**config.mk**
```make
export PLATFORM = sky130hd
export DESIGN_NAME = pad_ctl_bank
export DESIGN_NICKNAME = d
export VERILOG_FILES = /design/src/rtl/pad_ctl_pkg.sv /design/src/rtl/pad_reg_file.sv /design/src/rtl/pad_pup_gate.sv /design/src/rtl/pad_bus_force.sv /design/src/rtl/pad_ctl_bank.sv
export SDC_FILE = /design/constraint.sdc
export NUM_CORES = 1
export LEC_CHECK = 0
export ABC_CLOCK_PERIOD_IN_PS = 2900
export CAP_MARGIN = 40
export CORE_AREA = 2 2 124 126
export CTS_CLUSTER_DIAMETER = 150
export DETAILED_ROUTE_END_ITERATION = 6
export DIE_AREA = 0 0 126 128
export DONT_BUFFER_PORTS = 1
export PLACE_DENSITY = 0.63
export SYNTH_ARGS = -nofsm -noshare
export SYNTH_HDL_FRONTEND = slang
export SYNTH_SLANG_ARGS = --single-unit
export TNS_END_PERCENT = 50
```
**constraint.sdc**
```tcl
create_clock -name clk -period 2.9 [get_ports clk]
set_input_delay 0.435 -clock clk [delete_from_list [all_inputs] [get_ports clk]]
set_output_delay 0.435 -clock clk [all_outputs]
set_load 0.02 [all_outputs]
```
**src/rtl/pad_ctl_pkg.sv**
```systemverilog
package pad_ctl_pkg;
    typedef struct packed {
        logic dat_low;
        logic adr_low;
    } drv_ctl_t;

    localparam drv_ctl_t DRV_RST = '{dat_low: 1'b0, adr_low: 1'b0};
endpackage

```
**src/rtl/pad_reg_file.sv**
```systemverilog
module pad_reg_file
    import pad_ctl_pkg::*;
#(
    parameter int          ADDR_W   = 24,
    parameter logic [23:0] BASE     = 24'h300320,
    parameter int          NPORT    = 12,
    parameter int          PINS     = 8,
    parameter logic [NPORT*PINS-1:0] PIN_MASK = '1,
    parameter logic [NPORT*PINS-1:0] PUP_RST  = '0
) (
    input  logic                  clk,
    input  logic                  rst_n,
    input  logic [ADDR_W-1:0]     addr_i,
    input  logic                  wr_i,
    input  logic [PINS-1:0]       wdata_i,
    input  logic                  wp_i,
    output logic [PINS-1:0]       rdata_o,
    output drv_ctl_t              drv_o,
    output logic [NPORT*PINS-1:0] pup_o
);
    localparam int PUP_W = NPORT * PINS;
    localparam int OFF_W = $clog2(NPORT + 1);
    localparam int WIN   = 2 ** OFF_W;

    drv_ctl_t           drv_d, drv_q;
    logic [PUP_W-1:0]   pup_d, pup_q;
    logic [ADDR_W-1:0]  diff;
    logic               in_win;
    logic [OFF_W-1:0]   off;
    logic               wr_ok;

    always_comb begin
        diff   = addr_i - ADDR_W'(BASE);
        in_win = (addr_i >= ADDR_W'(BASE)) && (diff < ADDR_W'(WIN));
        off    = diff[OFF_W-1:0];
        wr_ok  = wr_i && !wp_i && in_win;
        drv_d  = drv_q;
        pup_d  = pup_q;
        if (wr_ok && off == '0) begin
            drv_d.dat_low = wdata_i[1];
            drv_d.adr_low = wdata_i[0];
        end
        for (int p = 0; p < NPORT; p++) begin
            if (wr_ok && off == OFF_W'(p + 1))
                pup_d[p*PINS +: PINS] = wdata_i & PIN_MASK[p*PINS +: PINS];
        end
    end

    always_ff @(posedge clk or negedge rst_n) begin
        if (!rst_n) begin
            drv_q <= DRV_RST;
            pup_q <= PUP_RST & PIN_MASK;
        end else begin
            drv_q <= drv_d;
            pup_q <= pup_d;
        end
    end

    always_comb begin
        rdata_o = '0;
        if (in_win) begin
            if (off == '0)
                rdata_o = {{(PINS-2){1'b0}}, drv_q.dat_low, drv_q.adr_low};
            for (int p = 0; p < NPORT; p++) begin
                if (off == OFF_W'(p + 1))
                    rdata_o = pup_q[p*PINS +: PINS];
            end
        end
    end

    assign drv_o = drv_q;
    assign pup_o = pup_q;

    // protected write keeps all state
    a_r7_protect_holds: assert property (@(posedge clk) disable iff (!rst_n)
        (wr_i && wp_i) |=> ($stable(drv_q) && $stable(pup_q)));
    // missing pins never hold a bit
    a_r5_absent_zero: assert property (@(posedge clk) disable iff (!rst_n)
        (pup_q & ~PIN_MASK) == '0);
    // reserved drive bits read zero
    a_r2_reserved_zero: assert property (@(posedge clk) disable iff (!rst_n)
        (addr_i == ADDR_W'(BASE)) |-> (rdata_o[PINS-1:2] == '0));
endmodule

```
**src/rtl/pad_pup_gate.sv**
```systemverilog
module pad_pup_gate #(
    parameter int NPORT = 12,
    parameter int PINS  = 8
) (
    input  logic [NPORT*PINS-1:0] pup_i,
    input  logic [NPORT*PINS-1:0] dir_out_i,
    output logic [NPORT*PINS-1:0] pup_o
);
    for (genvar p = 0; p < NPORT; p++) begin : g_port
        assign pup_o[p*PINS +: PINS] = pup_i[p*PINS +: PINS] & ~dir_out_i[p*PINS +: PINS];
    end
endmodule

```
**src/rtl/pad_bus_force.sv**
```systemverilog
module pad_bus_force #(
    parameter int W = 16
) (
    input  logic         force_i,
    input  logic [W-1:0] norm_i,
    output logic [W-1:0] pad_o
);
    assign pad_o = force_i ? '0 : norm_i;
endmodule

```
**src/rtl/pad_ctl_bank.sv**
```systemverilog
module pad_ctl_bank
    import pad_ctl_pkg::*;
#(
    parameter int          ADDR_W = 24,
    parameter logic [23:0] BASE   = 24'h300320,
    parameter int          NPORT  = 12,
    parameter int          PINS   = 8,
    parameter int          EXT_AW = 26,
    parameter int          EXT_DW = 16,
    parameter logic [NPORT*PINS-1:0] PIN_MASK = {
        8'hFF, 8'h7F, 8'hFF, 8'h0F, 8'hFF, 8'hFF,
        8'hFF, 8'h1F, 8'hFF, 8'h3F, 8'hFF, 8'hFF},
    parameter logic [NPORT*PINS-1:0] PUP_RST = {
        8'h00, 8'h02, 8'h00, 8'h00, 8'h80, 8'hFF,
        8'h08, 8'h00, 8'h40, 8'h00, 8'h00, 8'h00}
) (
    input  logic                  clk,
    input  logic                  rst_n,
    input  logic [ADDR_W-1:0]     bus_addr,
    input  logic                  bus_wr,
    input  logic [PINS-1:0]       bus_wdata,
    output logic [PINS-1:0]       bus_rdata,
    input  logic                  wp_en,
    input  logic [NPORT*PINS-1:0] pin_dir_out,
    input  logic [EXT_AW-1:0]     mc_addr,
    input  logic [EXT_DW-1:0]     mc_data,
    output logic [NPORT*PINS-1:0] pad_pup,
    output logic [EXT_AW-1:0]     pad_addr,
    output logic [EXT_DW-1:0]     pad_data
);
    drv_ctl_t              drv;
    logic [NPORT*PINS-1:0] pup_raw;

    pad_reg_file #(
        .ADDR_W(ADDR_W), .BASE(BASE), .NPORT(NPORT), .PINS(PINS),
        .PIN_MASK(PIN_MASK), .PUP_RST(PUP_RST)
    ) u_regs (
        .clk(clk), .rst_n(rst_n), .addr_i(bus_addr), .wr_i(bus_wr),
        .wdata_i(bus_wdata), .wp_i(wp_en), .rdata_o(bus_rdata),
        .drv_o(drv), .pup_o(pup_raw)
    );

    pad_pup_gate #(.NPORT(NPORT), .PINS(PINS)) u_gate (
        .pup_i(pup_raw), .dir_out_i(pin_dir_out), .pup_o(pad_pup)
    );

    pad_bus_force #(.W(EXT_AW)) u_force_a (
        .force_i(drv.adr_low), .norm_i(mc_addr), .pad_o(pad_addr)
    );
    pad_bus_force #(.W(EXT_DW)) u_force_d (
        .force_i(drv.dat_low), .norm_i(mc_data), .pad_o(pad_data)
    );

    // output pins never pulled up
    a_r6_no_pup_on_output: assert property (@(posedge clk) disable iff (!rst_n)
        (pad_pup & pin_dir_out) == '0);
    // committed data force clears the data bus next cycle
    a_r3_data_forced: assert property (@(posedge clk) disable iff (!rst_n)
        (bus_wr && !wp_en && bus_addr == ADDR_W'(BASE) && bus_wdata[1]) |=> (pad_data == '0));
    // committed address force clears the address bus next cycle
    a_r4_addr_forced: assert property (@(posedge clk) disable iff (!rst_n)
        (bus_wr && !wp_en && bus_addr == ADDR_W'(BASE) && bus_wdata[0]) |=> (pad_addr == '0));
endmodule

```
* Yosys cells after proc, flatten, opt, wreduce, memory -nomap -nowiden
Cells that the tools add are included.
Widths: inputs -> output; s select.
** Storage, ports and cells
- Bits in registers :: 88
- Input port bits :: 174
- Output and inout bits :: 146
- Logic and storage cells :: 87
** Cells by class
- $add $sub $neg :: 1
- Magnitude comparators :: 2
- Equal/unequal tests :: 12
- Mux-type cells :: 16
- Bitwise logic cells :: 24
- Reduce and logical (&&, ||, !) cells :: 18
** Operators by type and width (number)
- $mux 8 :: 13
- $not 8->8 :: 12
- $and 8x8->8 :: 8
- $mux 26 :: 1
- $ge 24x22->1 const B :: 1
- $lt 24x5->1 const B :: 1
- $sub 24x22->24 const B :: 1
- $eq 4x4->1 const B :: 5
- $eq 4x3->1 const B :: 4
- $logic_and 1x1->1 :: 16
- $mux 16 :: 1
- $and 4x8->8 :: 1
- $and 5x8->8 :: 1
- $and 6x8->8 :: 1
- $and 7x8->8 :: 1
- $eq 4x2->1 const B :: 2
- $eq 4x1->1 const B :: 1
- $logic_not 4->1 :: 1
- $mux 2 :: 1
- $logic_not 1->1 :: 1

* Depth between registers and ports, before layout
- Depth in word-level cells :: 16
- Gate-level depth with buffers :: 9

* Hierarchy
Synthesis repeated with hierarchy kept, for this count alone.
** Second synthesis, totals
- Cell total of the unflattened synthesis :: 555
- Area total of the unflattened synthesis :: 6422.4 µm²
** Modules (own cells, without submodules)
- pad_reg_file :: times used 1, cells an instance 414, area an instance 4777.1 µm²
- pad_pup_gate :: times used 1, cells an instance 96, area an instance 1321.3 µm²
- pad_bus_force (u_force_a) :: times used 1, cells an instance 28, area an instance 180.2 µm²
- pad_bus_force (u_force_d) :: times used 1, cells an instance 17, area an instance 143.9 µm²

* Worst setup path after synthesis
Ideal clock, no wire load.
- Path type :: input-to-output
- Start :: input port bus_addr[5]
- End :: output port bus_rdata[0]
- Arrival time :: 2.970 ns
- Required time :: 2.465 ns
- Setup slack :: -0.505 ns
- Stages on the path :: 9
- Path buffers :: 1
- Cells stage by stage :: inv_1 -> ha_1 -> o21ba_1 -> o21bai_1 -> a311oi_1 -> o22ai_2 -> or3_1 -> clkbuf_1 -> a2111oi_0
** On the way
- Longest elaborated chain between the ends :: 4
- Elaborated cells on any way between the ends :: 5
- Classes of those cells :: 1 x add/sub; 2 x order compare; 1 x mux; 1 x reduce/logical
** Ends and longest elaborated chain
- start, declared :: RTL line pad_ctl_bank.sv:19 : input logic [ADDR_W-1:0] bus_addr,
- $sub 24x22->24 :: RTL line pad_reg_file.sv:33 : diff = addr_i - ADDR_W'(BASE);
- $lt 24x5->1 :: RTL line pad_reg_file.sv:34 : in_win = (addr_i >= ADDR_W'(BASE)) && (diff < ADDR_W'(WIN));
- $logic_and 1x1->1 * :: RTL line pad_reg_file.sv:34
- $mux 8 * :: RTL line pad_reg_file.sv:61 : if (in_win) begin
- end, declared :: RTL line pad_ctl_bank.sv:22 : output logic [PINS-1:0] bus_rdata,
Mark *: on every way between the ends. The rest lies on a longest branch, timed or not.

* Final worst setup path
- Start :: input port bus_addr[5]
- End :: output port bus_rdata[2]
Same word-level chain as after synthesis.

==> key figures <==
Power and ir drop
  • Power per Cell Area: 411 nW/um^2
  • LEAKAGE: 2.97 nW
  • VDD IR-drop max: ~240 uV

Yosys
  • Adder-cell share of the synthesized area: 0.215%
  • Register bit total from synthesis: 88
  • Largest family of logic cells by synthesized area: simple AND/OR/NAND/NOR gates
  • Yosys cell types: 55
  • Seq/Total Area, Yosys: about two fifths
  • Post-Synth XOR/XNOR Area: 0.302%
  • Post-synth ARST share: 100%
  • Mean cell area of the mapped netlist: 10.9 um^2
  • Post-Synthesis Cells: between 500 and 600
  • Main flop type after synthesis: dfrtp_1
  • Synth Area in Simple Gates: 25.7%
  • Post-synth EDFFs: 0
  • Compound-cell area share of the yosys netlist: 7.71%
  • Multiplexer share of the synthesized area: 24.2%
  • Synthesis Warnings: 0
  • Synth Cell Area: 5810 um^2

Critical path
  • Reg2Reg Depth: 2
  • Worst path cell trace: inv_1 > ha_1 > o21ba_1 > o21bai_1 > a311oi_2 > o22ai_2 > or3_1 > buf_4 > a311oi_2 > buf_4
  • Reg2reg setup slack: between 1500 and 2000 ps
  • Critical Path RT: 2470 ps
  • RR Startpoint: u_regs.drv_o[0]
  • CP Buf/Inv Count: 3
  • CP Class: in -> out
  • Crit-path leading delay family: compound AO/OA/AOI/OAI gates
  • FF-to-FF End: u_regs.drv_o[0]
  • Worst stage delay on the critical path: 340 ps
  • CP max stage cell: or3_1
  • CP max FO: 8
  • CP Capture Type: output pin
  • Critical Path Source Type: input port
  • Worst Path Arrival: 2410 ps

GRT
  • Global-route wire length before repair: 25,800 um
  • Number of antenna violations at the first check in global routing: 2
  • Total track usage: 21.0%
  • Largest net degree at the start of global routing: 89
  • Global route overflow: 0
  • Vias in the first global route: 4,374

Cells and area
  • Fillers: 1,364
  • Final #Nets: slightly above 700
  • Layout cells sized above 1: around a quarter
  • Post-Layout Inst Area: between 6000 and 7000 um^2
  • Area grow syn2layout: 13.1%
  • Diodes inserted: 0

Clock network
  • Post-CTS Setup Inserts: 0
  • Later-pin clock latency in the skew report: 340 ps
  • Num Clock Sinks: 88
  • Longest Clk Path Bufs: 2
  • Clk root buf: clkbuf_16
  • Num CTS Buffers: 9
  • Worst-path clk slew: 60 ps
  • CTS H-tree depth: 3
  • CTS tree: done

Placed design
  • GP Congestion: 0.963
  • PortBufs: 0
  • Placed Area: ~6200 um^2
  • DP HPWL: 13,400 um

Drt
  • Routed via count: 4,367
  • Residual DRC: 0
  • Routed Antenna Nets: 0
  • WL final: between 15,000 and 20,000 um
  • DRT Pass-1 Iters: 4
  • Vias/cell: 5.88
  • Wire per inst: 23.9 um
  • Starting DRT DRC Count: 259

STA
  • Period utilisation layout: 98.0%
  • Setup tns final: 0 ps
  • WHS: -4.41 ps
  • Final Setup Violations: 0
  • Worst rel slew slack: 54.4%
  • Fin. Hold Viols: 2
  • RSZ-0062 raised after global routing: true
  • Final min period: approximately 2800 ps
  • Worst-margin pin slew: approximately 680 ps
  • Final Skew: 0 ps
  • Max Freq: 352 MHz
  • Fin. max-slew vios: 0

Floorplanning
  • DIE AREA: 16,100 um^2
  • I/O pin total: between 300 and 400
  • Core Box Area: 14,900 um^2
  • Row Count: 45
  • DIE HEIGHT: approximately 130 um
  • Initial core utilization: between 30% and 40%
  • Chip width: around 130 um

Worst hold path
  • HP Class: in -> async

Outcome
  • Outcome: finished, violations left
  • Failing checks: hold timing

Run
  • Maxcap violations: 0
-- report_power, final --
group | switching [mW] | internal, mW | total, mW | leakage, nW
clock | 0.457 | 0.796 | 1.25 | 0.159
combinational | 0.153 | 0.0663 | 0.219 | 1.62
sequential | 0.00000129 | 1.23 | 1.23 | 1.19
total | 0.610 | 2.09 | 2.70 | 2.97
-- worst reg2reg max path: stages (launching register included) --
cell     delay (ps)
dfrtp_1         370
buf_4           220
mux2_1          310
-- per-stage QoR --
| stage | instances | setup slack (ps) | utilization [%] | hold slack [ps] | total power, mW |
|---|---|---|---|---|---|
| CTS | 743 | 1.54 | 43.9 | 15.4 | 2.72 |
| global route | 743 | -3.92 | 44.2 | 33.0 | 2.79 |
| global placement | 727 | 50.8 | 41.5 | 142 | 1.44 |
| floorplan | 540 | -43.9 | - | 139 | 1.44 |
| detailed placement | 727 | -50.2 | 41.5 | 141 | 1.44 |
| finish | 743 | 58.5 | 44.2 | -4.41 | 2.70 |
-- sequential cells by signal (all words and copies together), names as in the netlist --
name	count
u_regs.drv_o	2
u_regs.pup_o	86
-- how the worst max path moves through the flow --
stage / depth (start not counted) / end / slack (ps) / startpoint
after floorplan: 9 / bus_rdata[5] / -40 / bus_addr[5]
after global placement: 10 / bus_rdata[0] / 50 / bus_addr[5]
after detailed placement: 10 / bus_rdata[5] / -50 / bus_addr[5]
after CTS: 10 / bus_rdata[5] / 2 / bus_addr[5]
after global routing: 10 / bus_rdata[3] / -4 / bus_addr[5]
final: 10 / bus_rdata[2] / 60 / bus_addr[5]
-- cell type report --
cell class                      count  area [um^2]  area share [%]
Multi-Input combinational cell    410         3480            52.9
Sequential cell                    88         2220            33.7
Timing Repair Buffer               38          305            4.64
Clock buffer                       12          256            3.90
Tap cell                          188          235            3.58
Clock inverter                      3         65.1           0.990
Inverter                            4         15.0           0.228
-- routing by layer --
layer  track usage [%]  routed length (um)  part of all wire, %
met1              27.4                7530                   42
met2              33.3                8470                   48
met3              6.09                1290                  7.3
met4              7.69                 433                  2.4
met5                 0                  26                 0.15
-- cells in the mapped netlist, drive strengths merged (10+ instances only) --
library cell  instances  area (um^2)
nand2                21         78.8
dfstp                12          315
buf                  17          118
dfrtp                76         1900
a21oi                10         50.1
nor2b               136          851
mux2                 94         1270
clkbuf               21         78.8
nor2                 20         75.1
nor4                 17          273
o22ai                10         68.8
-- logic make-up (layout without fill, tap and decap cells) --
family	after synthesis	in the layout
AND/OR/NAND/NOR	229	229
multiplexers	105	105
flip-flops	88	88
AO/OA/AOI/OAI	63	63
buffers and inverters	42	57
XOR/XNOR	2	2
adder cells (fa/ha/maj)	1	1
other	1	10
-- cell usage in the layout (no fill, tap or decap), types with 2 or more instances in the layout --
cell	netlist	routed
mux2_4	56	56
mux2i_1	9	9
inv_1	3	3
buf_4	10	37
nor3b_1	2	2
nor2b_1	136	136
mux4_2	2	2
a311oi_1	5	2
nand2b_1	4	4
mux2_1	38	38
a311oi_2	0	3
nor3_1	8	8
a221oi_1	5	5
nor4_2	5	5
nor2_1	20	20
nand2_1	21	21
nand4_1	3	3
a32oi_1	2	2
clkbuf_8	0	2
nor4_1	3	2
o21bai_1	2	2
or3_1	2	2
a22oi_1	4	4
xor2_1	2	2
nand3_1	9	9
a211oi_1	7	6
a21oi_1	10	10
dfstp_2	12	12
o21ai_0	8	8
bufinv_16	0	2
o22ai_1	9	9
dfrtp_1	76	76
conb_1	1	10
nor4_4	9	10
clkbuf_16	0	9
-- timing repair --
action	in CTS	in global routing
resized for setup	1	6
hold endpoints to repair	88	0
hold buffers	1	0
endpoints found under the setup margin	4	5
pin swaps	0	1
No activity file was read; power rests on OpenSTA's default activity.
